==> src/rtl/txq_sched_pkg.sv <==
package txq_sched_pkg;

    // status word layout (bits the eligibility logic decodes)
    localparam int STAT_W       = 10;
    localparam int STAT_ACT     = 0;
    localparam int STAT_CH_LSB  = 1;
    localparam int STAT_CH_W    = 4;
    localparam int STAT_MASK_LSB = 10;

    // address regions (reg_addr[7:4])
    localparam logic [3:0] RG_GLOBAL = 4'h0;
    localparam logic [3:0] RG_WPTR   = 4'h1;
    localparam logic [3:0] RG_RPTR   = 4'h2;
    localparam logic [3:0] RG_STAT   = 4'h3;

    // global registers (reg_addr[3:0] inside RG_GLOBAL)
    localparam logic [3:0] GA_CHEN  = 4'h0;
    localparam logic [3:0] GA_EMPTY = 4'h1;
    localparam logic [3:0] GA_CHAIN = 4'h2;

    typedef enum logic {
        CH_IDLE = 1'b0,
        CH_BUSY = 1'b1
    } ch_state_e;

endpackage

==> src/rtl/txq_sched_regs.sv <==
module txq_sched_regs
    import txq_sched_pkg::*;
#(
    parameter int NQ = 16,
    parameter int NC = 8,
    parameter int IW = 8
) (
    input  logic                          clk,
    input  logic                          rst_n,
    input  logic                          we_i,
    input  logic [7:0]                    addr_i,
    input  logic [31:0]                   wdata_i,
    input  logic [NQ-1:0]                 adv_i,
    output logic [31:0]                   rdata_o,
    output logic [NQ-1:0][IW-1:0]         wptr_o,
    output logic [NQ-1:0][IW-1:0]         rptr_o,
    output logic [NQ-1:0]                 act_o,
    output logic [NQ-1:0][STAT_CH_W-1:0]  chsel_o,
    output logic [NC-1:0]                 chen_o,
    output logic [NQ-1:0]                 empty_o
);

    logic [NQ-1:0][IW-1:0]     wptr_q;
    logic [NQ-1:0][IW-1:0]     rptr_q;
    logic [NQ-1:0][STAT_W-1:0] stat_q;
    logic [NC-1:0]             chen_q;
    logic [NQ-1:0]             empty_q;
    logic [NQ-1:0]             chain_q;

    logic [3:0] region, qsel;
    logic       wr_glob, wr_wptr, wr_rptr, wr_stat;
    logic [STAT_W-1:0] stat_msk;
    logic [NQ-1:0]     empty_msk;

    assign region    = addr_i[7:4];
    assign qsel      = addr_i[3:0];
    assign wr_glob   = we_i && (region == RG_GLOBAL);
    assign wr_wptr   = we_i && (region == RG_WPTR);
    assign wr_rptr   = we_i && (region == RG_RPTR);
    assign wr_stat   = we_i && (region == RG_STAT);
    assign stat_msk  = wdata_i[STAT_MASK_LSB +: STAT_W];
    assign empty_msk = wdata_i[16 +: NQ];

    always_ff @(posedge clk or negedge rst_n) begin
        if (!rst_n) begin
            wptr_q  <= '0;
            rptr_q  <= '0;
            stat_q  <= '0;
            chen_q  <= '0;
            empty_q <= '0;
            chain_q <= '0;
        end else begin
            if (wr_glob && qsel == GA_CHEN)  chen_q  <= wdata_i[NC-1:0];
            if (wr_glob && qsel == GA_EMPTY) empty_q <= (empty_q & ~empty_msk) | (wdata_i[NQ-1:0] & empty_msk);
            if (wr_glob && qsel == GA_CHAIN) chain_q <= wdata_i[NQ-1:0];
            for (int q = 0; q < NQ; q++) begin
                if (wr_wptr && qsel == 4'(q)) wptr_q[q] <= wdata_i[IW-1:0];
                if (wr_stat && qsel == 4'(q))
                    stat_q[q] <= (stat_q[q] & ~stat_msk) | (wdata_i[STAT_W-1:0] & stat_msk);
                if (wr_rptr && qsel == 4'(q)) rptr_q[q] <= wdata_i[IW-1:0];
                else if (adv_i[q])            rptr_q[q] <= rptr_q[q] + 1'b1;
            end
        end
    end

    always_comb begin
        rdata_o = '0;
        unique case (region)
            RG_GLOBAL: begin
                if (qsel == GA_CHEN)  rdata_o[NC-1:0] = chen_q;
                if (qsel == GA_EMPTY) rdata_o[NQ-1:0] = empty_q;
                if (qsel == GA_CHAIN) rdata_o[NQ-1:0] = chain_q;
            end
            RG_WPTR: rdata_o[IW-1:0]     = wptr_q[qsel];
            RG_RPTR: rdata_o[IW-1:0]     = rptr_q[qsel];
            RG_STAT: rdata_o[STAT_W-1:0] = stat_q[qsel];
            default: rdata_o = '0;
        endcase
    end

    always_comb begin
        for (int q = 0; q < NQ; q++) begin
            act_o[q]   = stat_q[q][STAT_ACT];
            chsel_o[q] = stat_q[q][STAT_CH_LSB +: STAT_CH_W];
        end
    end

    assign wptr_o  = wptr_q;
    assign rptr_o  = rptr_q;
    assign chen_o  = chen_q;
    assign empty_o = empty_q;

    // a status write with all enable bits clear leaves every status word unchanged
    a_r2_stat_mask: assert property (@(posedge clk) disable iff (!rst_n)
        (wr_stat && stat_msk == '0) |=> $stable(stat_q));

    // an empty-flag write with a zero mask leaves the flags unchanged
    a_r3_empty_mask: assert property (@(posedge clk) disable iff (!rst_n)
        (wr_glob && qsel == GA_EMPTY && empty_msk == '0) |=> $stable(empty_q));

    generate
        for (genvar g = 0; g < NQ; g++) begin : g_adv_chk
            // an accepted completion moves the read index forward by exactly one
            a_r9_adv_one: assert property (@(posedge clk) disable iff (!rst_n)
                (adv_i[g] && !(wr_rptr && qsel == 4'(g)))
                |=> rptr_q[g] == IW'($past(rptr_q[g]) + 1'b1));
        end
    endgenerate

endmodule

==> src/rtl/txq_sched_chan.sv <==
module txq_sched_chan
    import txq_sched_pkg::*;
#(
    parameter int NQ = 16,
    localparam int QW = $clog2(NQ)
) (
    input  logic          clk,
    input  logic          rst_n,
    input  logic          en_i,
    input  logic [NQ-1:0] elig_i,
    input  logic          done_i,
    output logic          req_o,
    output logic [QW-1:0] qid_o,
    output logic [NQ-1:0] adv_o
);

    ch_state_e     state_q, state_d;
    logic [QW-1:0] cur_q, last_q;
    logic [QW-1:0] pick;
    logic          found;
    logic          accept;

    // round-robin search starting after the last grant
    always_comb begin
        found = 1'b0;
        pick  = last_q;
        for (int k = 1; k <= NQ; k++) begin
            if (!found && elig_i[(int'(last_q) + k) % NQ]) begin
                found = 1'b1;
                pick  = QW'((int'(last_q) + k) % NQ);
            end
        end
    end

    assign accept = (state_q == CH_BUSY) && en_i && done_i;

    always_ff @(posedge clk or negedge rst_n) begin
        if (!rst_n) begin
            state_q <= CH_IDLE;
            cur_q   <= '0;
            last_q  <= QW'(NQ - 1);
        end else begin
            state_q <= state_d;
            if (state_q == CH_IDLE && found) begin
                cur_q  <= pick;
                last_q <= pick;
            end
        end
    end

    always_comb begin
        state_d = state_q;
        unique case (state_q)
            CH_IDLE: if (found)  state_d = CH_BUSY;   // grant
            CH_BUSY: if (accept) state_d = CH_IDLE;   // complete
        endcase
    end

    always_comb begin
        req_o = (state_q == CH_BUSY) && en_i;
        qid_o = cur_q;
        adv_o = accept ? (NQ'(1) << cur_q) : '0;
    end

    // request low for the cycle after an accepted completion
    a_r9_gap: assert property (@(posedge clk) disable iff (!rst_n)
        (req_o && done_i) |=> !req_o);

    // a grant is only taken when some queue was eligible
    a_r6_grant_elig: assert property (@(posedge clk) disable iff (!rst_n)
        $rose(state_q == CH_BUSY) |-> $past(|elig_i));

    // at most one queue advances per completion
    a_r9_adv_onehot: assert property (@(posedge clk) disable iff (!rst_n)
        $onehot0(adv_o));

endmodule

==> src/rtl/txq_sched.sv <==
module txq_sched
    import txq_sched_pkg::*;
#(
    parameter int NQ = 16,
    parameter int NC = 8,
    parameter int IW = 8,
    localparam int QW = $clog2(NQ)
) (
    input  logic             clk,
    input  logic             rst_n,
    input  logic             reg_we,
    input  logic [7:0]       reg_addr,
    input  logic [31:0]      reg_wdata,
    output logic [31:0]      reg_rdata,
    output logic [NC-1:0]    chan_req,
    output logic [NC*QW-1:0] chan_qid,
    input  logic [NC-1:0]    chan_done
);

    logic [NQ-1:0][IW-1:0]        wptr, rptr;
    logic [NQ-1:0]                act, empty_flag;
    logic [NQ-1:0][STAT_CH_W-1:0] chsel;
    logic [NC-1:0]                chen;
    logic [NC-1:0][NQ-1:0]        elig;
    logic [NC-1:0][NQ-1:0]        adv_c;
    logic [NQ-1:0]                adv;

    txq_sched_regs #(.NQ(NQ), .NC(NC), .IW(IW)) u_regs (
        .clk     (clk),
        .rst_n   (rst_n),
        .we_i    (reg_we),
        .addr_i  (reg_addr),
        .wdata_i (reg_wdata),
        .adv_i   (adv),
        .rdata_o (reg_rdata),
        .wptr_o  (wptr),
        .rptr_o  (rptr),
        .act_o   (act),
        .chsel_o (chsel),
        .chen_o  (chen),
        .empty_o (empty_flag)
    );

    always_comb begin
        for (int c = 0; c < NC; c++)
            for (int q = 0; q < NQ; q++)
                elig[c][q] = chen[c] && act[q] && (chsel[q] == STAT_CH_W'(c))
                             && !empty_flag[q] && (rptr[q] != wptr[q]);
    end

    always_comb begin
        adv = '0;
        for (int c = 0; c < NC; c++) adv = adv | adv_c[c];
    end

    generate
        for (genvar c = 0; c < NC; c++) begin : g_chan
            txq_sched_chan #(.NQ(NQ)) u_chan (
                .clk    (clk),
                .rst_n  (rst_n),
                .en_i   (chen[c]),
                .elig_i (elig[c]),
                .done_i (chan_done[c]),
                .req_o  (chan_req[c]),
                .qid_o  (chan_qid[c*QW +: QW]),
                .adv_o  (adv_c[c])
            );

            // no request on a disabled channel
            a_r5_req_enabled: assert property (@(posedge clk) disable iff (!rst_n)
                chan_req[c] |-> chen[c]);
        end
    endgenerate

    // chain-select reads never show the reserved upper half
    a_r4_chain_hi_zero: assert property (@(posedge clk) disable iff (!rst_n)
        (reg_addr == {RG_GLOBAL, GA_CHAIN}) |-> reg_rdata[31:16] == 16'h0);

endmodule

==> config.mk <==
export PLATFORM = sky130hd
export DESIGN_NAME = txq_sched
export DESIGN_NICKNAME = d
export VERILOG_FILES = /design/src/rtl/txq_sched_pkg.sv /design/src/rtl/txq_sched_regs.sv /design/src/rtl/txq_sched_chan.sv /design/src/rtl/txq_sched.sv
export SDC_FILE = /design/constraint.sdc
export NUM_CORES = 2
export LEC_CHECK = 0
export CAP_MARGIN = 20
export CORE_ASPECT_RATIO = 1.1
export CORE_MARGIN = 2
export CORE_UTILIZATION = 30
export CTS_CLUSTER_DIAMETER = 50
export DETAILED_ROUTE_END_ITERATION = 6
export SLEW_MARGIN = 20
export SYNTH_ARGS = -nofsm -noshare
export SYNTH_HDL_FRONTEND = slang
export SYNTH_SLANG_ARGS = --single-unit
==> constraint.sdc <==
create_clock -name clk -period 5.7 [get_ports clk]
set_input_delay 0.57 -clock clk [delete_from_list [all_inputs] [get_ports clk]]
set_output_delay 0.57 -clock clk [all_outputs]
set_load 0.05 [all_outputs]
## Word-level counts from Yosys, hierarchy flattened

Index checks and enable logic that the tools add are counted.

| word-level totals | value |
|---|---|
| RAM bits | 0 |
| memories kept | 0 |
| bits in read-only memories | 0 |
| logic and storage cells | 2,408 |
| output and inout bits | 72 |
| latch bits | 0 |
| flip-flop bits (word level) | 528 |
| input port bits | 51 |

| operators by class | value |
|---|---|
| order comparisons | 129 |
| reduce and logical (&&, ||, !) cells | 1,009 |
| muxes and demuxes | 716 |
| shift operators | 8 |
| bitwise operators | 181 |
| $add $sub $neg | 144 |
| multipliers | 0 |
| div/mod/pow operators | 0 |
| equality and inequality tests | 146 |

Operators by type and width:

| cell | count |
|---|---|
| $lt 5x6->1 const B | 128 |
| $logic_and 1x1->1 | 711 |
| $bmux 1 s4 | 128 |
| $mux 4 | 128 |
| $reduce_or 4->1 | 128 |
| $mux 1 | 400 |
| $mux 8 | 35 |
| $eq 4x3->1 const B | 68 |
| $add 4x4->4 const B | 64 |
| $and 10x10->10 | 17 |
| $mux 16 | 10 |
| $or 10x10->10 | 16 |
| $eq 4x2->1 const B | 36 |
| $logic_not 1->1 | 136 |
| $add 4x3->4 const B | 32 |
| $add 8x1->8 const B | 16 |
| $and 1x1->1 const A | 128 |
| $ne 8x8->1 | 16 |
| $or 16x16->16 | 8 |
| $shl 1x4->16 const A | 8 |
| $eq 4x1->1 const B | 18 |
| $logic_not 4->1 | 18 |
| $add 4x1->4 const B | 16 |
| $add 4x2->4 const B | 16 |
| other kinds (14) | 52 |

## Logic depth before layout (Yosys ltp)

| depth | value |
|---|---|
| depth after elaboration | 55 |
| depth in mapped cells | 20 |

## By module

From an unflattened synthesis, not the netlist that was laid out.

| second synthesis, totals | value |
|---|---|
| cells, all modules | 5,228 |
| area total of the unflattened synthesis | 50,742.4 um^2 |

By module, submodules not included:

| module | cells each | times used | area an instance (um^2) |
|---|---|---|---|
| txq_sched_regs | 2,064 | 1 | 24,423.4 |
| txq_sched_chan | 322 | 8 | 2,766.4 |
| txq_sched | 588 | 1 | 4,187.8 |

## Worst setup path after synthesis

OpenSTA, ideal clock, no wires.

| timing | value |
|---|---|
| kind | register to register |
| from | register g_chan[7].u_chan.last_q[1] |
| to | register g_chan[7].u_chan.cur_q[1] |
| buffers on the path | 4 |
| setup time | 96 ps |
| cell stages (with the launch flop) | 17 |
| data arrival time | 4,816 ps |
| slack | 788 ps |
| cells stage by stage | dfstp_2 clkbuf_1 inv_2 buf_1 ha_1 buf_1 mux2i_1 o22ai_1 mux4_2 or4b_1 buf_2 or3_4 a21oi_2 a2111oi_1 o31ai_2 a221oi_1 a311oi_2 |

| on the way | value |
|---|---|
| word-level cells in the longest chain between the ends | 51 |
| elaborated cells on any way between the ends | 127 |
| those cells by class | add/sub: 16; mux: 80; reduce/logical: 31 |

Ends and longest elaborated chain:

| item | line | RTL |
|---|---|---|
| start, declared | txq_sched_chan.sv:18 | `logic [QW-1:0] cur_q, last_q;` |
| start signal, assigned | txq_sched_chan.sv:41 | `last_q <= QW'(NQ - 1);` |
| start signal, assigned | txq_sched_chan.sv:46 | `last_q <= pick;` |
| $add 4x1->4 | txq_sched_chan.sv:28, txq_sched_chan.sv:30 |  |
| $bmux 1 s4 | txq_sched_chan.sv:28 | `if (!found && elig_i[(int'(last_q) + k) % NQ]) begin` |
| $mux 1 (not written as such) (2 in a row) | txq_sched_chan.sv:28 |  |
| $mux 1 | txq_sched_chan.sv:28 |  |
| $logic_not 1->1 | txq_sched_chan.sv:28 |  |
| $logic_and 1x1->1 | txq_sched_chan.sv:28 |  |
| $mux 1 | txq_sched_chan.sv:28 |  |
| $logic_not 1->1 | txq_sched_chan.sv:28 |  |
| (+34 left out) | -- |  |
| $mux 1 | txq_sched_chan.sv:28 |  |
| $logic_not 1->1 | txq_sched_chan.sv:28 |  |
| $logic_and 1x1->1 | txq_sched_chan.sv:28 |  |
| $mux 1 | txq_sched_chan.sv:28 |  |
| $logic_not 1->1 | txq_sched_chan.sv:28 |  |
| $logic_and 1x1->1 | txq_sched_chan.sv:28 |  |
| $mux 1 | txq_sched_chan.sv:28 |  |
| $logic_and 1x1->1 | txq_sched_chan.sv:44 | `if (state_q == CH_IDLE && found) begin` |
| end signal, assigned | txq_sched_chan.sv:45 | `cur_q <= pick;` |
| end, declared | txq_sched_chan.sv:18 |  |

Several ways; a longest one is shown, not always the timed one. The select of a mux whose other input is x is not followed.
A chain may end at the register's enable or synchronous reset.

==> metrics.yaml <==
final_layout:
  fill_cells: 17600
  areaGrowthSynthToFinish_pct: 14.5
  drive_above_1_share: 0.193
  nNetsFinal: 6239
  final_core_util: 0.345
  mostFrequentLayoutCells: "nand2_1, dfrtp_1, nor2_1, a21oi_1, mux2_2"
  final_common_cell: "nand2_1"
route:
  drc: 4
  dr.pass1.iters: 7
  routed_via_density: 6.36
  wirelength_um: 245000
  drt-initial-drc-count: 6940
  vias: 53700
  ant_nets: 0
  wl_per_cell_um: 29.0
floorplanning:
  num_rows: 159
  die_w_um: 398
  core_sq_um: 170000
  die_y_um: 438
  start_util: 0.301
  die_area_sq_um: 174000
  io_pins: 123
sta:
  final-hold-violation-count: 0
  fin_ws_ns: 0.428
  tns_ns: 0
  hold_ws_ns: 0.428
  report.final.setup_viol: 0
  relSlewSlack: 0.166
  worst_slew_pin_slew_ns: 1.24
  final.setup_skew_ns: 0.0537
  period_needed_ns: 5.27
  fmax_mhz: 190
  fin_crit_sh: 0.925
  slew_viol_final: 0
  rsz0062_at_grt: "no"
worst_setup_path:
  path_class: "register to register"
  cp_max_fo: 9
  path_delay_family: "compound AO/OA/AOI/OAI gates"
  critPathSlowestCell: "a2111oi_1"
  crit_buf_inv: 2
  endpoint: "g_chan[7].u_chan.qid_o[1]"
  r2r_end: "g_chan[7].u_chan.qid_o[1]"
  r2r_slack_ns: 0.43
  path_depth: 15
  slowest_delay_ns: 0.93
  start_kind: "register"
  path_cells: "nor3b_1 -> buf_4 -> nand2_1 -> a2111oi_1 -> mux2i_1 -> o22ai_1 -> mux4_2 -> nor2_1 -> nand3_1 -> buf_4 -> nor4_2 -> a2111oi_1 -> o31ai_2 -> a221oi_1 -> a311oi_2"
  reg2reg_depth: 15
  critPathCaptureType: "register"
  cp.required_ns: 6.24
  arrival_ns: 5.81
placed_design:
  dp_slack_ns: 0.543
  hpwl_um: 185000
  portBuffers: 106
  routabilityCongestion: 1.05
global_route:
  grt_overflow_total: 0
  grt_pass1_vias: 50100
  grt_pass1_wl_um: 353000
  antenna_found_initial: 7
  grt_max_degree: 149
  grt_use_total: 0.271
pwr:
  cellPowerDensity_nw_per_um2: 294
  p_total_w: 0.0173
  p_leak_nw: 23.6
  peakVddDrop_v: 0.000239
synth:
  synth_cell_types: 105
  yosysWarnings: 0
  synth_cells: 6028
  synth_area_leaders: "dfrtp_1, mux4_2, mux2_2, nand2_1, a21oi_1"
  ys_seq_area_frac: 0.258
  ys_ff_latch: 528
  avgSynthCellArea_sq_um: 8.52
  dominantRegCellSynth: "dfrtp_1"
  netlist_area_sq_um: 51300
  synth_enable_flop_cells: 0
  async_reset_ff_frac: 1.00
  synth_top_area_share: 0.242
  synth_top_area_cell: "dfrtp_1"
clock_network:
  clk_latency_ns: 0.73
  clock_sinks: 528
  clockBufferDepth: 3
  clkTransAtPathRegs_ns: 0.06
  htree_levels: 3
  cts_root_buffer: "clkbuf_16"
  numCtsBuffers: 79
  cts_tree: "yes"
outcome:
  violations: "design-rule violations"
  outcome: "finished, violations left"
run:
  drv_cap: 0
min_path:
  hold_path.class: "primary input to asynchronous set/reset pin"
## report_power, final
group	internal, W	leakage, nW	switching [W]
registers	0.00403	7.06	0.000615
logic	0.00264	15.3	0.00500
clock network	0.00292	1.27	0.00211
total	0.00959	23.6	0.00772
## metrics by stage
step / instance area, sq um / std cells
2_1_floorplan: 51400 / 6043
3_3_place_gp: 56000 / 8284
3_5_place_dp: 56100 / 8284
4_1_cts: 58700 / 8429
5_1_grt: 58800 / 8433
6_report: 58800 / 8435
## worst min-delay path by stage
| stage | depth (start not counted) | slack (ns) | end | startpoint |
|---|---|---|---|---|
| floorplan | 0 | 0.27 | asynchronous set/reset pin | rst_n |
| CTS | 3 | 0.45 | register | reg_wdata[23] |
| detailed placement | 1 | 0.49 | register | register |
| finish | 2 | 0.43 | asynchronous set/reset pin | rst_n |
| global route | 3 | 0.48 | register | reg_wdata[20] |
| global placement | 1 | 0.48 | register | register |
## cells in the mapped netlist, types with 51 or more instances
master / instances
a2111oi_0: 57
a211oi_1: 136
a21oi_1: 401
a22oi_1: 71
a31oi_1: 85
and2_1: 57
and3_1: 65
buf_1: 51
clkbuf_1: 316
dfrtp_1: 496
ha_1: 72
inv_1: 118
mux2_2: 372
mux2i_1: 167
mux4_2: 204
nand2_1: 700
nand2b_1: 85
nand3_1: 233
nand4_1: 77
nor2_1: 467
nor3_1: 137
o211ai_1: 75
o21ai_0: 293
o22ai_1: 110
xnor2_1: 173
xor2_1: 70
## kinds of logic (layout without fill, tap and decap cells)
| logic type | count (synthesis) | in the layout | share of synthesized area |
|---|---|---|---|
| compound gates | 1733 | 1733 | 0.229 |
| xor+xnor | 243 | 243 | 0.0415 |
| fa+ha+maj | 72 | 72 | 0.0175 |
| buf+inv | 558 | 694 | 0.0434 |
| flops | 528 | 528 | 0.258 |
| mux | 743 | 743 | 0.204 |
| other cells | 1 | 18 | 0.0000731 |
| simple gates | 2150 | 2150 | 0.207 |
## per-layer routing
layer / share of wire / track usage / up-vias
met5: 0.00021 / 0 / -
met4: 0.075 / 0.174 / 8
met3: 0.097 / 0.0575 / 709
met2: 0.44 / 0.416 / 3242
met1: 0.39 / 0.344 / 26500
li1: - / - / 23200
## what timing repair did
item                                   CTS  global route
endpoints found under the hold margin   53             0
buffers inserted                         0             1
hold buffers                             1             0
setup endpoints to repair                0             1
resized for setup                        0             0
## final cells by class
class                           instances  area (sq um)  area share
Inverter                              132           495     0.00843
Clock buffer                           96          2110      0.0359
Sequential cell                       528         13300       0.225
Multi-Input combinational cell       4957         36100       0.614
Timing Repair Buffer                  418          3420      0.0582
Clock inverter                         48           559     0.00951
Antenna cell                            2          5.00   0.0000851
Tap cell                             2254          2820      0.0480
Power figures use the tool's default switching activity.
